`config.mk`:
```
export PLATFORM = sky130hd
export DESIGN_NAME = boot_sequencer
export DESIGN_NICKNAME = d
export VERILOG_FILES = /design/src/rtl/boot_pkg.sv /design/src/rtl/rst_synchronizer.sv /design/src/rtl/strap_capture.sv /design/src/rtl/init_sequencer.sv /design/src/rtl/section_power.sv /design/src/rtl/boot_sequencer.sv
export SDC_FILE = /design/constraint.sdc
export NUM_CORES = 1
export LEC_CHECK = 0
export CAP_MARGIN = 20
export CORE_ASPECT_RATIO = 1.1
export CORE_UTILIZATION = 42
export DETAILED_ROUTE_END_ITERATION = 10
export GPL_ROUTABILITY_DRIVEN = 0
export PLACE_DENSITY_LB_ADDON = 0.12
export SYNTH_ARGS = -nofsm -noshare
export SYNTH_HDL_FRONTEND = slang
export SYNTH_SLANG_ARGS = --single-unit
```
`constraint.sdc`:
```
create_clock -name clk -period 1.27 [get_ports clk]
set_clock_uncertainty 0.2 [all_clocks]
set_input_delay 0.381 -clock clk [delete_from_list [all_inputs] [get_ports clk]]
set_output_delay 0.381 -clock clk [all_outputs]
set_load 0.05 [all_outputs]
```
`src/rtl/boot_pkg.sv`:
```
package boot_pkg;

    typedef enum logic [1:0] {
        SEQ_START = 2'd0,
        SEQ_INIT  = 2'd1,
        SEQ_READY = 2'd2
    } seq_state_e;

    typedef struct packed {
        logic standalone;
        logic adc_master;
    } strap_t;

    typedef struct packed {
        logic clk_en;
        logic dac_en;
        logic adc_en;
        logic aout_en;
    } sect_en_t;

endpackage

```
`src/rtl/rst_synchronizer.sv`:
```
module rst_synchronizer #(
    parameter int STAGES = 2
) (
    input  logic clk,
    input  logic rst_n_async,
    output logic rst_n_sync
);
    logic [STAGES-1:0] chain_d, chain_q;

    always_comb begin
        chain_d = {chain_q[STAGES-2:0], 1'b1};
    end

    always_ff @(posedge clk or negedge rst_n_async) begin
        if (!rst_n_async) chain_q <= '0;
        else              chain_q <= chain_d;
    end

    assign rst_n_sync = chain_q[STAGES-1];

    // the synchronized release never runs ahead of the raw pin
    a_r1_sync_follows_pin: assert property (@(posedge clk) disable iff (!rst_n_async)
        rst_n_sync |-> $past(rst_n_async));
endmodule

```
`src/rtl/strap_capture.sv`:
```
module strap_capture
    import boot_pkg::*;
(
    input  logic   clk,
    input  logic   rst_n,
    input  logic   capture,
    input  logic   pin_din,
    input  logic   pin_dout,
    input  logic   pin_sclk,
    input  logic   pin_latch,
    output strap_t strap_o
);
    typedef struct packed {
        strap_t straps;
        logic   taken;
    } cap_t;

    cap_t cap_d, cap_q;

    always_comb begin
        cap_d = cap_q;
        if (capture && !cap_q.taken) begin
            cap_d.straps.standalone = !(pin_din | pin_sclk | pin_latch);
            cap_d.straps.adc_master = pin_dout;
            cap_d.taken             = 1'b1;
        end
    end

    always_ff @(posedge clk or negedge rst_n) begin
        if (!rst_n) cap_q <= '0;
        else        cap_q <= cap_d;
    end

    assign strap_o = cap_q.straps;

    // once taken, the straps do not move until reset
    a_r2_strap_hold: assert property (@(posedge clk) disable iff (!rst_n)
        cap_q.taken |=> $stable(cap_q.straps));
endmodule

```
`src/rtl/init_sequencer.sv`:
```
module init_sequencer
    import boot_pkg::*;
#(
    parameter int INIT_CYCLES = 256
) (
    input  logic clk,
    input  logic rst_n,
    input  logic lock,
    output logic capture_o,
    output logic ready_o
);
    localparam int CW = (INIT_CYCLES > 2) ? $clog2(INIT_CYCLES) : 1;
    localparam logic [CW-1:0] LAST = CW'(INIT_CYCLES - 1);

    typedef struct packed {
        seq_state_e st;
        logic [CW-1:0] cnt;
    } seq_t;

    seq_t seq_d, seq_q;

    always_comb begin
        seq_d = seq_q;
        case (seq_q.st)
            SEQ_START: seq_d.st = SEQ_INIT;
            SEQ_INIT: begin
                if (!lock) begin
                    seq_d.cnt = '0;
                end else if (seq_q.cnt == LAST) begin
                    seq_d.st  = SEQ_READY;
                    seq_d.cnt = '0;
                end else begin
                    seq_d.cnt = seq_q.cnt + 1'b1;
                end
            end
            SEQ_READY: seq_d = seq_q;
            default:   seq_d = '{st: SEQ_START, cnt: '0};
        endcase
    end

    always_ff @(posedge clk or negedge rst_n) begin
        if (!rst_n) seq_q <= '{st: SEQ_START, cnt: '0};
        else        seq_q <= seq_d;
    end

    assign capture_o = (seq_q.st == SEQ_START);
    assign ready_o   = (seq_q.st == SEQ_READY);

    // ready can only appear after a locked edge
    a_r5_ready_after_lock: assert property (@(posedge clk) disable iff (!rst_n)
        $rose(ready_o) |-> $past(lock));
    // an unlocked edge while counting restarts the count
    a_r6_unlock_clears: assert property (@(posedge clk) disable iff (!rst_n)
        (seq_q.st == SEQ_INIT && !lock) |=> (seq_q.cnt == '0));
    // ready is sticky
    a_r7_ready_sticky: assert property (@(posedge clk) disable iff (!rst_n)
        ready_o |=> ready_o);
endmodule

```
`src/rtl/section_power.sv`:
```
module section_power
    import boot_pkg::*;
(
    input  logic     clk,
    input  logic     rst_n,
    input  logic     standalone,
    input  logic     ready,
    input  logic     pd_clk,
    input  logic     pd_dac,
    input  logic     pd_adc,
    output sect_en_t en_o
);
    localparam sect_en_t EN_RESET = '{clk_en: 1'b1, dac_en: 1'b0, adc_en: 1'b0, aout_en: 1'b1};

    sect_en_t en_d, en_q;
    logic eff_pd_clk, eff_pd_dac, eff_pd_adc;

    always_comb begin
        eff_pd_clk = pd_clk & ~standalone;
        eff_pd_dac = pd_dac & ~standalone;
        eff_pd_adc = pd_adc & ~standalone;
        en_d.clk_en  = ~eff_pd_clk;
        en_d.dac_en  = ready & ~eff_pd_dac;
        en_d.adc_en  = ready & ~eff_pd_adc;
        en_d.aout_en = ~eff_pd_dac;
    end

    always_ff @(posedge clk or negedge rst_n) begin
        if (!rst_n) en_q <= EN_RESET;
        else        en_q <= en_d;
    end

    assign en_o = en_q;

    // converter sections never run before ready
    a_r8_dac_needs_ready: assert property (@(posedge clk) disable iff (!rst_n)
        en_q.dac_en |-> ready);
    a_r8_adc_needs_ready: assert property (@(posedge clk) disable iff (!rst_n)
        en_q.adc_en |-> ready);
    // standalone keeps the clock section and analog output up
    a_r9_standalone_up: assert property (@(posedge clk) disable iff (!rst_n)
        standalone |=> (en_q.clk_en && en_q.aout_en));
endmodule

```
`src/rtl/boot_sequencer.sv`:
```
module boot_sequencer
    import boot_pkg::*;
#(
    parameter int INIT_CYCLES = 256,
    parameter int SYNC_STAGES = 2
) (
    input  logic clk,
    input  logic rst_pin_n,
    input  logic strap_din,
    input  logic strap_dout,
    input  logic strap_sclk,
    input  logic strap_latch,
    input  logic pll_locked,
    input  logic cfg_mclk_en,
    input  logic cfg_adc_master,
    input  logic pd_clk,
    input  logic pd_dac,
    input  logic pd_adc,
    output logic standalone,
    output logic adc_clk_master,
    output logic mclk_enable,
    output logic ready,
    output logic clk_section_en,
    output logic dac_section_en,
    output logic adc_section_en,
    output logic analog_out_en
);
    logic     rst_n_sync;
    logic     capture;
    logic     ready_w;
    strap_t   straps;
    sect_en_t sect_en;

    rst_synchronizer #(.STAGES(SYNC_STAGES)) u_sync (
        .clk         (clk),
        .rst_n_async (rst_pin_n),
        .rst_n_sync  (rst_n_sync)
    );

    init_sequencer #(.INIT_CYCLES(INIT_CYCLES)) u_seq (
        .clk       (clk),
        .rst_n     (rst_n_sync),
        .lock      (pll_locked),
        .capture_o (capture),
        .ready_o   (ready_w)
    );

    strap_capture u_strap (
        .clk       (clk),
        .rst_n     (rst_n_sync),
        .capture   (capture),
        .pin_din   (strap_din),
        .pin_dout  (strap_dout),
        .pin_sclk  (strap_sclk),
        .pin_latch (strap_latch),
        .strap_o   (straps)
    );

    section_power u_pwr (
        .clk        (clk),
        .rst_n      (rst_n_sync),
        .standalone (straps.standalone),
        .ready      (ready_w),
        .pd_clk     (pd_clk),
        .pd_dac     (pd_dac),
        .pd_adc     (pd_adc),
        .en_o       (sect_en)
    );

    always_comb begin
        standalone     = straps.standalone;
        adc_clk_master = straps.standalone ? straps.adc_master : cfg_adc_master;
        mclk_enable    = straps.standalone | cfg_mclk_en;
        ready          = ready_w;
        clk_section_en = sect_en.clk_en;
        dac_section_en = sect_en.dac_en;
        adc_section_en = sect_en.adc_en;
        analog_out_en  = sect_en.aout_en;
    end

    // no readiness in the first synchronized cycle
    a_r1_not_ready_at_release: assert property (@(posedge clk) disable iff (!rst_n_sync)
        $rose(rst_n_sync) |-> !ready);
    // host mode cannot be left without a reset
    a_r3_mode_held: assert property (@(posedge clk) disable iff (!rst_n_sync)
        (!standalone && !capture) |=> !standalone);
endmodule

```
Word level (Yosys, flattened, before mapping)
Cells that the tools add are included.
Storage, ports and cells
  flip-flop bits (word level): 19
  output and inout port bits: 8
Cells by class
  $add $sub $neg: 1
  eq/ne operators: 5
  mux-type cells: 7
  bitwise gates (word level): 13
  reduce and logical (&&, ||, !) cells: 6
Operator list (number)
  8-bit 2-to-1 mux: 2
  8-bit case mux with 2 select lines: 1
  8-bit by 1-bit adder with 8-bit output (second input constant): 1
  8-bit == test (second input constant): 1
  2-bit case mux with 3 select lines: 1
  1-bit bitwise AND: 5
  1-bit NOT: 5
  2-bit 2-to-1 mux: 2
  1-bit OR: 3
  3-bit AND reduction: 1
  2-bit by 1-bit == test with 1-bit output (second input constant): 1
  2-bit == test (second input constant): 1
  1-bit zero test: 2
  2-bit zero test: 1
  2-bit by 1-bit != test with 1-bit output (second input constant): 1
  2-bit != test (second input constant): 1
  2-bit OR reduction: 1
  1-bit logical AND: 1
  1-bit 2-to-1 mux: 1

Depth between registers and ports, before layout
  depth after elaboration: 4
  mapped depth: 5
  gate-level depth less buffers: 5

Modules after synthesis
From an unflattened synthesis, not the netlist that was laid out.
Unflattened totals
  cells, all modules: 81
  area, all modules: 910.9 µm²
Modules (own cells, without submodules)
  init_sequencer: times used 1, cells an instance 57, area an instance 550.5 µm²
  strap_capture: times used 1, cells an instance 10, area an instance 145.1 µm²
  section_power: times used 1, cells an instance 9, area an instance 140.1 µm²
  rst_synchronizer: times used 1, cells an instance 3, area an instance 53.8 µm²
  boot_sequencer: times used 1, cells an instance 2, area an instance 21.3 µm²

Worst setup path after synthesis
No wires, ideal clock.
  kind: flip-flop to output port
  from: register u_strap.cap_q, in the netlist u_strap.strap_o[1]
  to: output adc_clk_master
  arrival time: 1.151 ns
  required time: 0.689 ns
  slack: -0.462 ns
  stages on the path, launching flop included: 2
  cells stage by stage: dfrtp_1 mux2_2
Between the ends
  word-level cells in the longest chain between the ends: 1
RTL lines
  from (decl): RTL line strap_capture.sv:18  | cap_t cap_d, cap_q;
  from (signal assigned): RTL line strap_capture.sv:31  | else cap_q <= cap_d;
  1-bit 2-to-1 mux: RTL line boot_sequencer.sv:72  | adc_clk_master = straps.standalone ? straps.adc_master : cfg_adc_master;
  to (decl): RTL line boot_sequencer.sv:20  | output logic adc_clk_master,
No other way between the ends.

Final worst setup path
Same ends and word-level chain as after synthesis.

==> parameters.txt <==
Parameter                              Value

Status
  Run status    finished with violations
  Violated checks    DRC, setup timing

Routing
  Drt wl/cell    between 10 and 15 µm
  Via/cell ratio    between 5 and 6
  Number of antenna-violating nets in the routed design    0
  Detailed Routing Iterations Pass 1    7
  Final wirelength    ~1900 µm
  1st-iter DRT viols    21
  Total via count in the routed design    around 760
  Number of design rule violations left after detail routing    4

GRT
  Tot GR Track Use    0.214
  Global routing usage on met1    0.255
  Met2 track utilization from global routing    0.373
  Maximum number of pins on one net before global-route repair    18
  First-pass GRT wire length    ~3200 µm
  Busiest metal layer after global routing    met2
  Number of global-route vias before repair    around 750
  Fraction of met3 tracks used by global routing    0.0377
  Initial antenna violation count    0
  Congestion Overflow GR    0

Die
  Area of the core    approximately 1800 µm²
  Die ar.    between 2000 and 2500 µm²
  Ports    20
  Row count    16
  Die X    43.8 µm
  Initial Utilization    0.452
  Die height    47.9 µm

Worst setup path
  Startpoint type of the worst setup path    register
  Signal arrival time at the worst endpoint    ~1.2 ns
  Category of the most critical setup path    register to output port
  Endpoint class of the critical path    output port
  Data required time of the critical path    roughly 0.69 ns
  Maximum fanout count along the critical path    4

Power and ir drop
  Highest ir drop seen on vdd    approximately 0.9 mV
  Clock network fraction of total power    0.258
  Sequential Power Share    0.556
  Internal power contribution    about 0.00087 W
  LEAKAGE    between 0.6 and 0.7 nW
  Fraction of power spent switching nets    0.255
  Switch Pwr    a little under 0.0003 W
  Combinational power share    0.186
  Power per unit of standard cell area    808 nW/µm²

STA
  Shortest period the worst path allows    1.78 ns
  Least setup slack across all paths after layout    -0.509 ns
  Count of final hold-check violations    0
  Final period utilization    1.40
  Pins over their slew limit    0
  Final setup violating endpoints    20
  Highest attainable clock frequency    between 500 and 600 MHz
  Worst-case hold slack    between 0.02 and 0.03 ns
  Setup repair after global routing missed its margin    yes

Synthesis
  Synthesized netlist net count    91
  Number of cells produced by synthesis    between 70 and 80
  Post-synthesis cell area    approximately 800 µm²
  Dominant cells by area after synthesis    sky130_fd_sc_hd__dfrtp_1, sky130_fd_sc_hd__dfstp_2, sky130_fd_sc_hd__nand2_1
  Mapped Avg Cell Area    slightly above 10 µm²
  Flip-flop and latch count after synthesis    19
  Number of warning messages in the yosys log    0
  Portion of synthesized cell area occupied by the leading cell type    0.528
  Cell taking the most area after synthesis    sky130_fd_sc_hd__dfrtp_1
  Portion of the post-synthesis area used by sequential elements    0.593
  Count of cell types in the netlist    27

Cells and area
  Most common cell after layout, fill and taps aside    sky130_fd_sc_hd__dfrtp_1
  Number of standard cells in the final layout excluding fillers    141
  Number of fillers in the final layout    about 100
  Final Net Count    approximately 140
  Layout Utilization    0.813
  Relative area change from synthesis to final layout    79.7%
  Final antenna diode count    0
  Fraction of final layout cells sized beyond drive strength 1    0.504
  Final Instance Area    ~1400 µm²
  Leading cell types in the layout, fill and taps excluded    sky130_fd_sc_hd__dfrtp_1, sky130_fd_sc_hd__buf_6, sky130_fd_sc_hd__buf_4, sky130_fd_sc_hd__clkdlybuf4s50_1, sky130_fd_sc_hd__buf_12

Placed design
  Instance count after placement with tap cells included    roughly 130
  Cell Area, Placed    1250 µm²
  Placed wire-length estimate    between 1000 and 1500 µm
  Buffers added on ports    19

CTS
  Clock root cell    sky130_fd_sc_hd__clkbuf_4
  Bufs on Longest Clock Path    2
  Clock transition time at the flip-flop clock pins of the worst setup and hold paths    0.10 ns
  Number of buffers added by the clock tree synthesis step    3
  Num Clock Sinks    19
  Clock tree from TritonCTS    yes
  Number of H-tree levels    1
  Later-pin clock latency in the skew report    approximately 0.3 ns

Worst hold path
  Classification of the worst-slack hold path    input pin to asynchronous set/reset pin

Run
  Max_cap viols    0
==> sequential cells by signal, summed over array words and instances, names as in the netlist <==
signal,flops
u_pwr.en_o,4
u_seq.seq_q,10
u_strap.cap_q,1
u_strap.strap_o,2
u_sync.chain_q,2
==> Yosys cell counts, drive strengths merged <==
cell type  instances
a41oi              1
nor3               2
and4               1
conb               1
ha                 1
o21ai              5
mux2               2
and3               1
nand3b             2
or2                1
dfstp              2
nor2               7
xnor2              1
nand2b             1
nand3              4
nand2             12
inv                3
a221oi             1
o21bai             1
mux2i              1
nand4              2
o31ai              1
dfrtp             17
a31oi              2
a21oi              5
buf                1
==> power by group through the flow <==
stage	registers, W	logic (W)	clock network, W
2_1_floorplan	0.000685	0.0000581	0
3_3_place_gp	0.000659	0.000192	0
3_5_place_dp	0.000661	0.000195	0
4_1_cts	0.000649	0.000212	0.000310
5_1_grt	0.000652	0.000234	0.000338
6_report	0.000650	0.000217	0.000302
==> critical path, cell delays in order (launching register included) <==
cell                      delay, ns
sky130_fd_sc_hd__dfrtp_2       0.44
sky130_fd_sc_hd__mux2_4        0.32
sky130_fd_sc_hd__buf_12        0.15
==> routing by layer <==
layer	vias up	wire, µm
met5	-	0
met4	0	21
met3	4	107
met2	26	963
met1	363	845
li1	363	-
==> path summary, 6_finish.rpt <==
check	from	end	slack (ns)	cells after the start
max	u_strap.strap_o[1]	adc_clk_master	-0.51	2
min	rst_pin_n	u_sync.chain_q[0]	0.03	1
max reg2reg	u_seq.seq_q[9]	u_seq.seq_q[4]	-0.19	6
min reg2reg	u_sync.chain_q[0]	u_sync.chain_q[1]	0.16	0
max in group asynchronous	u_sync.chain_q[1]	u_pwr.en_o[3]	0.09	2
min in group clk	u_sync.chain_q[0]	u_sync.chain_q[1]	0.16	0
==> through the flow <==
stage               setup TNS, ns  total power, W  setup slack, ns
finish                      -4.29         0.00117           -0.509
global route                -5.33         0.00122           -0.553
CTS                         -4.17         0.00117           -0.523
detailed placement          -5.60        0.000856           -0.554
global placement            -5.25        0.000851           -0.519
floorplan                  -0.791        0.000743           -0.248
==> final cells by class <==
| cell class | count | area (µm²) | share of cell area |
|---|---|---|---|
| repair buffers | 42 | 483 | 0.334 |
| flip-flops and latches | 19 | 480 | 0.332 |
| multi-input cells | 55 | 420 | 0.290 |
| clock buffers | 4 | 26.3 | 0.0182 |
| well taps | 18 | 22.5 | 0.0156 |
| inverters | 3 | 15.0 | 0.0104 |
==> cell families (layout without fill, tap and decap cells) <==
| group | after synthesis | count (layout) | synth area share |
|---|---|---|---|
| AOI/OAI and AO/OA | 16 | 16 | 0.118 |
| xor gates and xnor gates | 1 | 1 | 0.0109 |
| adders and majority gates | 1 | 1 | 0.0155 |
| buffers and inverters | 4 | 49 | 0.0202 |
| DFF | 19 | 19 | 0.593 |
| muxes | 3 | 3 | 0.0404 |
| other | 1 | 1 | 0.00465 |
| and+or+nand+nor | 33 | 33 | 0.197 |
==> repair_timing <==
| item | in CTS | in global routing |
|---|---|---|
| gates resized for setup | 24 | 7 |
| hold endpoints to repair | 15 | 0 |
| endpoints found under the setup margin | 19 | 20 |
| pin swaps | 11 | 3 |
| hold buffers | 1 | 0 |
| setup buffers | 7 | 2 |
(Power assumes the default switching activity.)
